--- src/rtl/ls_lane_pkg.sv ---
package ls_lane_pkg;

  typedef enum logic [1:0] {
    SZ_BYTE = 2'b00,
    SZ_HALF = 2'b01,
    SZ_WORD = 2'b10,
    SZ_RSVD = 2'b11
  } acc_size_e;

endpackage

--- src/rtl/ls_addr_gen.sv ---
module ls_addr_gen #(
  parameter int ADDR_W = 32,
  parameter int IMM_W  = 12
) (
  input  logic [ADDR_W-1:0] base_val,
  input  logic [ADDR_W-1:0] reg_offset,
  input  logic [IMM_W-1:0]  imm_offset,
  input  logic              use_imm,
  input  logic              offset_sub,
  input  logic              pre_index,
  output logic [ADDR_W-1:0] eff_addr,
  output logic [ADDR_W-1:0] upd_base
);

  localparam int PAD_W = ADDR_W - IMM_W;

  function automatic logic [ADDR_W-1:0] apply_offset(
    input logic [ADDR_W-1:0] b,
    input logic [ADDR_W-1:0] o,
    input logic              neg
  );
    return neg ? (b - o) : (b + o);
  endfunction

  logic [ADDR_W-1:0] offset_sel;
  logic [ADDR_W-1:0] combined;

  always_comb begin
    offset_sel = use_imm ? {{PAD_W{1'b0}}, imm_offset} : reg_offset;
    combined   = apply_offset(base_val, offset_sel, offset_sub);
    eff_addr   = pre_index ? combined : base_val;
    upd_base   = combined;
  end

endmodule

--- src/rtl/ls_lane_sel.sv ---
module ls_lane_sel
  import ls_lane_pkg::*;
#(
  parameter int LANES     = 4,
  parameter int LANE_BITS = $clog2(LANES)
) (
  input  logic                 big_mode,
  input  logic [1:0]           size,
  input  logic [LANE_BITS-1:0] addr_lo,
  output logic [LANES-1:0]     lane_raw,
  output logic [LANE_BITS-1:0] low_lane,
  output logic                 misalign
);

  localparam logic [LANE_BITS-1:0] TOP_LANE  = LANE_BITS'(LANES - 1);
  localparam logic [LANE_BITS-1:0] HALF_BASE = LANE_BITS'(LANES - 2);

  logic [LANE_BITS-1:0] half_off;
  logic [LANE_BITS-1:0] byte_lane;
  logic [LANE_BITS-1:0] half_lane;

  always_comb begin
    half_off  = {addr_lo[LANE_BITS-1:1], 1'b0};
    byte_lane = big_mode ? (TOP_LANE - addr_lo) : addr_lo;
    half_lane = big_mode ? (HALF_BASE - half_off) : half_off;
    lane_raw  = '0;
    low_lane  = '0;
    misalign  = 1'b0;
    case (acc_size_e'(size))
      SZ_BYTE: begin
        lane_raw = LANES'(1) << byte_lane;
        low_lane = byte_lane;
      end
      SZ_HALF: begin
        lane_raw = LANES'(3) << half_lane;
        low_lane = half_lane;
        misalign = addr_lo[0];
      end
      SZ_WORD: begin
        lane_raw = '1;
        misalign = (addr_lo != '0);
      end
      default: misalign = 1'b1;
    endcase
  end

endmodule

--- src/rtl/ls_store_fmt.sv ---
module ls_store_fmt
  import ls_lane_pkg::*;
#(
  parameter int DATA_W = 32
) (
  input  logic [1:0]        size,
  input  logic [DATA_W-1:0] store_val,
  output logic [DATA_W-1:0] wdata
);

  localparam int LANES = DATA_W / 8;
  localparam int HALVES = DATA_W / 16;

  logic [DATA_W-1:0] byte_rep;
  logic [DATA_W-1:0] half_rep;

  for (genvar i = 0; i < LANES; i++) begin : g_byte_rep
    assign byte_rep[i*8 +: 8] = store_val[7:0];
  end

  for (genvar j = 0; j < HALVES; j++) begin : g_half_rep
    assign half_rep[j*16 +: 16] = store_val[15:0];
  end

  always_comb begin
    case (acc_size_e'(size))
      SZ_BYTE: wdata = byte_rep;
      SZ_HALF: wdata = half_rep;
      default: wdata = store_val;
    endcase
  end

endmodule

--- src/rtl/ls_load_fmt.sv ---
module ls_load_fmt
  import ls_lane_pkg::*;
#(
  parameter int DATA_W    = 32,
  parameter int LANE_BITS = $clog2(DATA_W / 8)
) (
  input  logic [1:0]           size,
  input  logic [LANE_BITS-1:0] low_lane,
  input  logic                 misalign,
  input  logic [DATA_W-1:0]    rdata,
  output logic [DATA_W-1:0]    load_data
);

  logic [DATA_W-1:0] shifted;

  always_comb begin
    shifted = rdata >> {low_lane, 3'b000};
    if (misalign) begin
      load_data = '0;
    end else begin
      case (acc_size_e'(size))
        SZ_BYTE: load_data = DATA_W'(shifted[7:0]);
        SZ_HALF: load_data = DATA_W'(shifted[15:0]);
        default: load_data = rdata;
      endcase
    end
  end

endmodule

--- src/rtl/ls_lane_unit.sv ---
module ls_lane_unit #(
  parameter int ADDR_W = 32,
  parameter int DATA_W = 32,
  parameter int IMM_W  = 12
) (
  input  logic                  clk,
  input  logic                  rst,
  input  logic                  cfg_big_endian,
  input  logic                  req_valid,
  input  logic                  req_store,
  input  logic [1:0]            req_size,
  input  logic [ADDR_W-1:0]     base_val,
  input  logic [ADDR_W-1:0]     reg_offset,
  input  logic [IMM_W-1:0]      imm_offset,
  input  logic                  use_imm,
  input  logic                  offset_sub,
  input  logic                  pre_index,
  input  logic                  writeback,
  input  logic [DATA_W-1:0]     store_val,
  input  logic [DATA_W-1:0]     mem_rdata,
  output logic [ADDR_W-1:0]     mem_addr,
  output logic [DATA_W/8-1:0]   mem_lane_en,
  output logic                  mem_wr,
  output logic [DATA_W-1:0]     mem_wdata,
  output logic [DATA_W-1:0]     load_data,
  output logic                  align_err,
  output logic [ADDR_W-1:0]     base_wb_val,
  output logic                  base_wb_en
);

  localparam int LANES     = DATA_W / 8;
  localparam int LANE_BITS = $clog2(LANES);

  logic                 big_mode_q;
  logic [LANES-1:0]     lane_raw;
  logic [LANE_BITS-1:0] low_lane;
  logic                 misalign;
  logic                 access_ok;
  logic                 base_update;

  always_ff @(posedge clk) begin
    if (rst) begin
      big_mode_q <= cfg_big_endian;
    end
  end

  ls_addr_gen #(
    .ADDR_W (ADDR_W),
    .IMM_W  (IMM_W)
  ) u_addr (
    .base_val   (base_val),
    .reg_offset (reg_offset),
    .imm_offset (imm_offset),
    .use_imm    (use_imm),
    .offset_sub (offset_sub),
    .pre_index  (pre_index),
    .eff_addr   (mem_addr),
    .upd_base   (base_wb_val)
  );

  ls_lane_sel #(
    .LANES     (LANES),
    .LANE_BITS (LANE_BITS)
  ) u_lanes (
    .big_mode (big_mode_q),
    .size     (req_size),
    .addr_lo  (mem_addr[LANE_BITS-1:0]),
    .lane_raw (lane_raw),
    .low_lane (low_lane),
    .misalign (misalign)
  );

  ls_store_fmt #(
    .DATA_W (DATA_W)
  ) u_store (
    .size      (req_size),
    .store_val (store_val),
    .wdata     (mem_wdata)
  );

  ls_load_fmt #(
    .DATA_W    (DATA_W),
    .LANE_BITS (LANE_BITS)
  ) u_load (
    .size      (req_size),
    .low_lane  (low_lane),
    .misalign  (misalign),
    .rdata     (mem_rdata),
    .load_data (load_data)
  );

  always_comb begin
    access_ok   = req_valid && !misalign;
    base_update = !pre_index || writeback;
    mem_lane_en = access_ok ? lane_raw : '0;
    mem_wr      = access_ok && req_store;
    align_err   = req_valid && misalign;
    base_wb_en  = access_ok && base_update;
  end

endmodule

--- config.mk ---
export PLATFORM = sky130hd
export DESIGN_NAME = ls_lane_unit
export DESIGN_NICKNAME = d
export VERILOG_FILES = /design/src/rtl/ls_lane_pkg.sv /design/src/rtl/ls_addr_gen.sv /design/src/rtl/ls_lane_sel.sv /design/src/rtl/ls_store_fmt.sv /design/src/rtl/ls_load_fmt.sv /design/src/rtl/ls_lane_unit.sv
export SDC_FILE = /design/constraint.sdc
export NUM_CORES = 1
export LEC_CHECK = 0
export BUFFER_PORTS_ARGS = -buffer_cell sky130_fd_sc_hd__buf_2
export CORE_MARGIN = 2
export CORE_UTILIZATION = 29
export DETAILED_ROUTE_END_ITERATION = 8
export HOLD_SLACK_MARGIN = 0.05
export SYNTH_ARGS = -nofsm -noshare
export SYNTH_HDL_FRONTEND = slang
export SYNTH_HIERARCHICAL = 1
export SYNTH_SLANG_ARGS = --single-unit
--- constraint.sdc ---
create_clock -name clk -period 6.3 [get_ports clk]
set_input_delay 0.63 -clock clk [delete_from_list [all_inputs] [get_ports clk]]
set_output_delay 0.63 -clock clk [all_outputs]
set_load 0.02 [all_outputs]
# Word level (Yosys, flattened, before mapping)
# Cells that the tools add are included.
[totals] ff_bits=1 input_bits=151 elab_cells=31 output_inout_bits=135
[classes] shifts=3 n_mux=12 n_eq_ne=2 add_sub_neg=4 n_reduce_logical=9
[op_table] op="32-bit two-way mux" count=4
[op_table] op="32-bit one-hot mux with 2 select lines" count=2
[op_table] op="32-bit adder" count=1
[op_table] op="32-bit by 5-bit right shift with 16-bit output" count=1
[op_table] op="32-bit subtractor" count=1
[op_table] op="4-bit one-hot mux with 3 select lines" count=1
[op_table] op="1-bit logical AND" count=4
[op_table] op="2-bit two-way mux" count=2
[op_table] op="4-bit two-way mux" count=1
[op_table] op="2-bit one-hot mux with 2 select lines" count=1
[op_table] op="1-bit by 2-bit left shift with 4-bit output, first input constant" count=1
[op_table] op="2-bit by 2-bit left shift with 4-bit output, first input constant" count=1
[op_table] op="2-bit subtractor, first input constant" count=2
[op_table] op="1-bit one-hot mux with 3 select lines" count=1
[op_table] op="2-bit by 1-bit == test with 1-bit output, second input constant" count=1
[op_table] op="2-bit == test, second input constant" count=1
[op_table] op="1-bit logical NOT" count=2
[op_table] op="2-bit logical NOT" count=1
[op_table] op="2-bit nonzero test" count=1
[op_table] op="1-bit logical OR" count=1

# Depth between registers and ports, before layout
[logic_depth] word_depth=10 mapped_depth=23 depth_no_buf=18

# Hierarchy
# Netlist, hierarchy kept.
[by_module_without_submodules] mod="ls_addr_gen" seq_area_each_um2=0.0 cells_each=490 area_each_um2=3384.5 n_inst=1
[by_module_without_submodules] mod="ls_load_fmt" seq_area_each_um2=0.0 cells_each=106 area_each_um2=680.7 n_inst=1
[by_module_without_submodules] mod="ls_store_fmt" seq_area_each_um2=0.0 cells_each=53 area_each_um2=464.2 n_inst=1
[by_module_without_submodules] mod="ls_lane_sel" seq_area_each_um2=0.0 cells_each=15 area_each_um2=101.3 n_inst=1
[by_module_without_submodules] mod="ls_lane_unit" seq_area_each_um2=30.0 cells_each=10 area_each_um2=96.3 n_inst=1

# Least setup slack after synthesis
# Ideal clock, no wire load.
[synth_timing] kind="input to output" start="input port use_imm" end="output port mem_addr[23]" arrival_ns=5.276 required_time_ns=5.670 setup_slack_ns=0.394 path_stages=21 n_path_buf=5 path_cell_list="buf_6 > buf_2 > buf_1 > clkbuf_1 > mux2i_1 > ha_1 > o211ai_1 > nor3_2 > nand2_1 > nor2_2 > nor2_1 > o311ai_0 > ha_1 > clkbuf_1 > and2_1 > nand3_1 > or3_1 > o21a_1 > nor2b_1 > xnor2_1 > mux2_2"
[synth_between] elab_chain_cells=4 elab_cells_between_ends=5 classes_between="2 x add/sub; 3 x mux"
[synth_lines] item="start, declared" line="ls_lane_unit.sv:15" text="input logic use_imm,"
[synth_lines] item="32-bit two-way mux *" line="ls_addr_gen.sv:29" text="offset_sel = use_imm ? {{PAD_W{1'b0}}, imm_offset} : reg_offset;"
[synth_lines] item="32-bit adder or 32-bit subtractor (tied branches)" line="ls_addr_gen.sv:22" text="return neg ? (b - o) : (b + o);"
[synth_lines] item="32-bit two-way mux *" line="ls_addr_gen.sv:22"
[synth_lines] item="named net base_wb_val[23]" line="ls_lane_unit.sv:27" text="output logic [ADDR_W-1:0] base_wb_val,"
[synth_lines] item="32-bit two-way mux *" line="ls_addr_gen.sv:31" text="eff_addr = pre_index ? combined : base_val;"
[synth_lines] item="end, declared" line="ls_lane_unit.sv:21" text="output logic [ADDR_W-1:0] mem_addr,"
# Mark *: on every way through the listed nets, which the timed path passes. The rest lies on a longest branch.

# Worst setup path in the final report
[layout_timing] start="input port use_imm" end="output port mem_addr[31]"
[layout_between] elab_chain_cells=4 elab_cells_between_ends=5 classes_between="2 x add/sub; 3 x mux"
[layout_lines] item="32-bit two-way mux *" line="ls_addr_gen.sv:29"
[layout_lines] item="32-bit adder or 32-bit subtractor (tied branches)" line="ls_addr_gen.sv:22"
[layout_lines] item="32-bit two-way mux *" line="ls_addr_gen.sv:22"
[layout_lines] item="32-bit two-way mux *" line="ls_addr_gen.sv:31"
# Mark *: on every way between the ends. The rest lies on a longest branch, timed or not.

==> impl_metrics.py <==
metrics = {
    "critical_path": {
        "cp_max_fo": 21,
        "startpoint": "use_imm",
        "crit_required_ns": 5.67,
        "crit_end": "mem_addr[31]",
        "crit_arrival_ns": 5.04,
        "cp-end-kind": "output port",
        "start_kind": "input port",
        "worstSetupPathType": "input port to output port",
    },
    "timing": {
        "slew_headroom": 0.477,
        "period_share": 0.900,
        "finalHoldViolCount": 0,
        "maxSlewViolCount": 0,
        "tns_ns": 0,
        "max_freq_mhz": 176,
        "tightest_slew_ns": 0.781,
        "min_period_ns": 5.67,
        "setup_viol": 0,
        "rsz0062_at_grt": "no",
    },
    "layout": {
        "top_regs": "big_mode_q (1)",
        "regArea_um2": 30.0,
        "area_growth_pct": 31.3,
        "largest_register_ffs": 1,
        "multi_input_area_mm2": 0.00432,
        "final_nets": 1103,
        "n_fill_cell": 1731,
        "layout-drive-gt1-share": 0.406,
        "top_register": "big_mode_q",
    },
    "global_route": {
        "grt_use_total": 0.199,
        "antenna_found_initial": 3,
        "grt_pass1_wl_um": 29300,
        "first_global_vias": 5847,
        "grt-ovfl-total": 0,
        "grt_max_degree": 45,
    },
    "synth": {
        "synth_top_cell_area_share": 0.0953,
        "synth_top_flop_cell": "edfxtp_1",
        "synth_area_mm2": 0.00473,
        "syn_area_per_cell_um2": 7.01,
        "ys_seq_area_frac": 0.00635,
        "ys_types": 82,
        "synth.net_count": 858,
        "ys_ff_latch": 1,
        "async_flop_share": 0,
        "yosys.area.top_type": "mux2_2",
        "synth_warnings": 6,
        "synthCells": 674,
        "yosys-top-cells-area": "mux2_2 9.5%, ha_1 8.5%, nor2_1 6.6%",
        "synth_edf_count": 1,
    },
    "floorplanning": {
        "num_rows": 46,
        "initial_core_util": 0.298,
        "core_area_mm2": 0.0159,
        "io_pins": 286,
        "dieArea_mm2": 0.0173,
        "dieHeight_um": 132,
        "die_x_um": 132,
    },
    "detailed_routing": {
        "drc": 0,
        "ant_nets": 0,
        "wire_per_inst_um": 16.3,
        "first_pass_iters": 5,
        "dr_total_vias": 6024,
        "drt_iter0_drc": 257,
        "via_per_inst": 5.31,
        "routed_wirelength_um": 18500,
    },
    "power_and_ir_drop": {
        "p_leak_nw": 3.02,
        "peakVddDrop_mv": 0.0667,
        "p_per_area_mw_per_mm2": 154,
        "finalPower_mw": 0.955,
    },
    "min_path": {
        "min_path_cells": 1,
        "hold_path.class": "input port to register",
    },
    "clock_tree": {
        "ctsHoldBuffers": 0,
        "ctsResizeCount": 0,
        "path_clk_slew_ns": 0,
        "postCtsSetupRepairBufs": 0,
    },
    "status": {
        "run_status": "complete, no violations",
    },
    "placement": {
        "io_buffer_count": 285,
        "gp_congestion": 0.936,
        "dp_hpwl_um": 15600,
    },
    "run": {
        "drv_cap": 0,
    },
}
==> critical path: stages <==
cell and delay, ns:
buf_2 0.36, mux2i_1 0.29, ha_1 0.23, o211ai_1 0.15, nor3_2 0.24, nand2_1 0.13
nor2_2 0.32, nor2_1 0.24, o311ai_0 0.59, ha_1 0.35, nand4_1 0.13, or3_1 0.39
o21a_1 0.22, a31oi_1 0.25, nor3_1 0.10, o31a_1 0.28, buf_2 0.16
==> cells in the final DEF, fill, tap and decap left out, types with 25 or more instances in the layout <==
cell type  Yosys  final
mux2_2        40     40
o21ai_0       28     28
nor2_1        83     83
mux2i_1       28     28
xnor2_1       25     25
a21oi_1       53     53
nand2_1       39     39
nand3_1       26     26
buf_2          8    285
inv_1         26     26
ha_1          32     32
==> where the power goes <==
group	switching, mW	internal, mW
Clock	0	0.0000000425
Combinational	0.582	0.364
Sequential	0.000404	0.00809
Total	0.583	0.372
==> metrics by stage <==
stage          instance area (um^2)  std cells   util  hold WS [ns]  setup WS (ns)
3_3_place_gp                   6200       1133  0.391         0.809          0.720
5_1_grt                        6210       1134  0.391         0.824          0.152
4_1_cts                        6200       1133  0.391         0.812          0.653
2_1_floorplan                  4730        674      -         0.729          0.394
3_5_place_dp                   6200       1133  0.391         0.812          0.670
6_report                       6210       1135  0.391         0.811          0.632
==> final cells by class <==
class,instances,share of cell area
tap,216,0.0435
sequential,1,0.00484
timing repair buffer,293,0.239
multi-input combinational,596,0.695
antenna,2,0.000806
inverter,27,0.0163
==> cells by family after synthesis <==
logic type	Yosys count	share of synthesized area
AOI/OAI and AO/OA	192	0.288
xor gates and xnor gates	42	0.0778
adders and majority gates	33	0.0889
buffers and inverters	77	0.0807
DFF	1	0.00635
muxes	73	0.170
and+or+nand+nor	256	0.287
==> synthesized netlist by cell type, types with 9 or more instances <==
cell type / n
o21ai_0: 28
clkbuf_1: 19
nand3_1: 26
o21a_1: 12
a21o_1: 10
ha_1: 32
mux2_2: 40
inv_1: 26
nor2_1: 83
buf_4: 12
o311ai_0: 9
and2_1: 24
nand2_1: 39
xor2_1: 17
mux2i_1: 28
nor3_1: 17
xnor2_1: 25
or3_1: 9
a21oi_1: 53
nand2b_1: 11
==> routing by layer <==
layer | share of wire | vias to the layer above | global-route usage
met4 | 0.016 | 2 | 0.0302
met5 | 0.00070 | - | 0
met1 | 0.41 | 2752 | 0.241
met2 | 0.50 | 268 | 0.373
li1 | - | 2987 | -
met3 | 0.075 | 15 | 0.0324
==> worst min-delay path by stage <==
| stage | from | endpoint | slack (ns) |
|---|---|---|---|
| 2_1_floorplan | cfg_big_endian | big_mode_q$_DFFE_PP_ | 0.73 |
| 6_report | cfg_big_endian | big_mode_q$_DFFE_PP_ | 0.81 |
| 3_5_place_dp | cfg_big_endian | big_mode_q$_DFFE_PP_ | 0.81 |
| 4_1_cts | cfg_big_endian | big_mode_q$_DFFE_PP_ | 0.81 |
| 3_3_place_gp | cfg_big_endian | big_mode_q$_DFFE_PP_ | 0.81 |
| 5_1_grt | cfg_big_endian | big_mode_q$_DFFE_PP_ | 0.82 |
(Power assumes the default switching activity.)
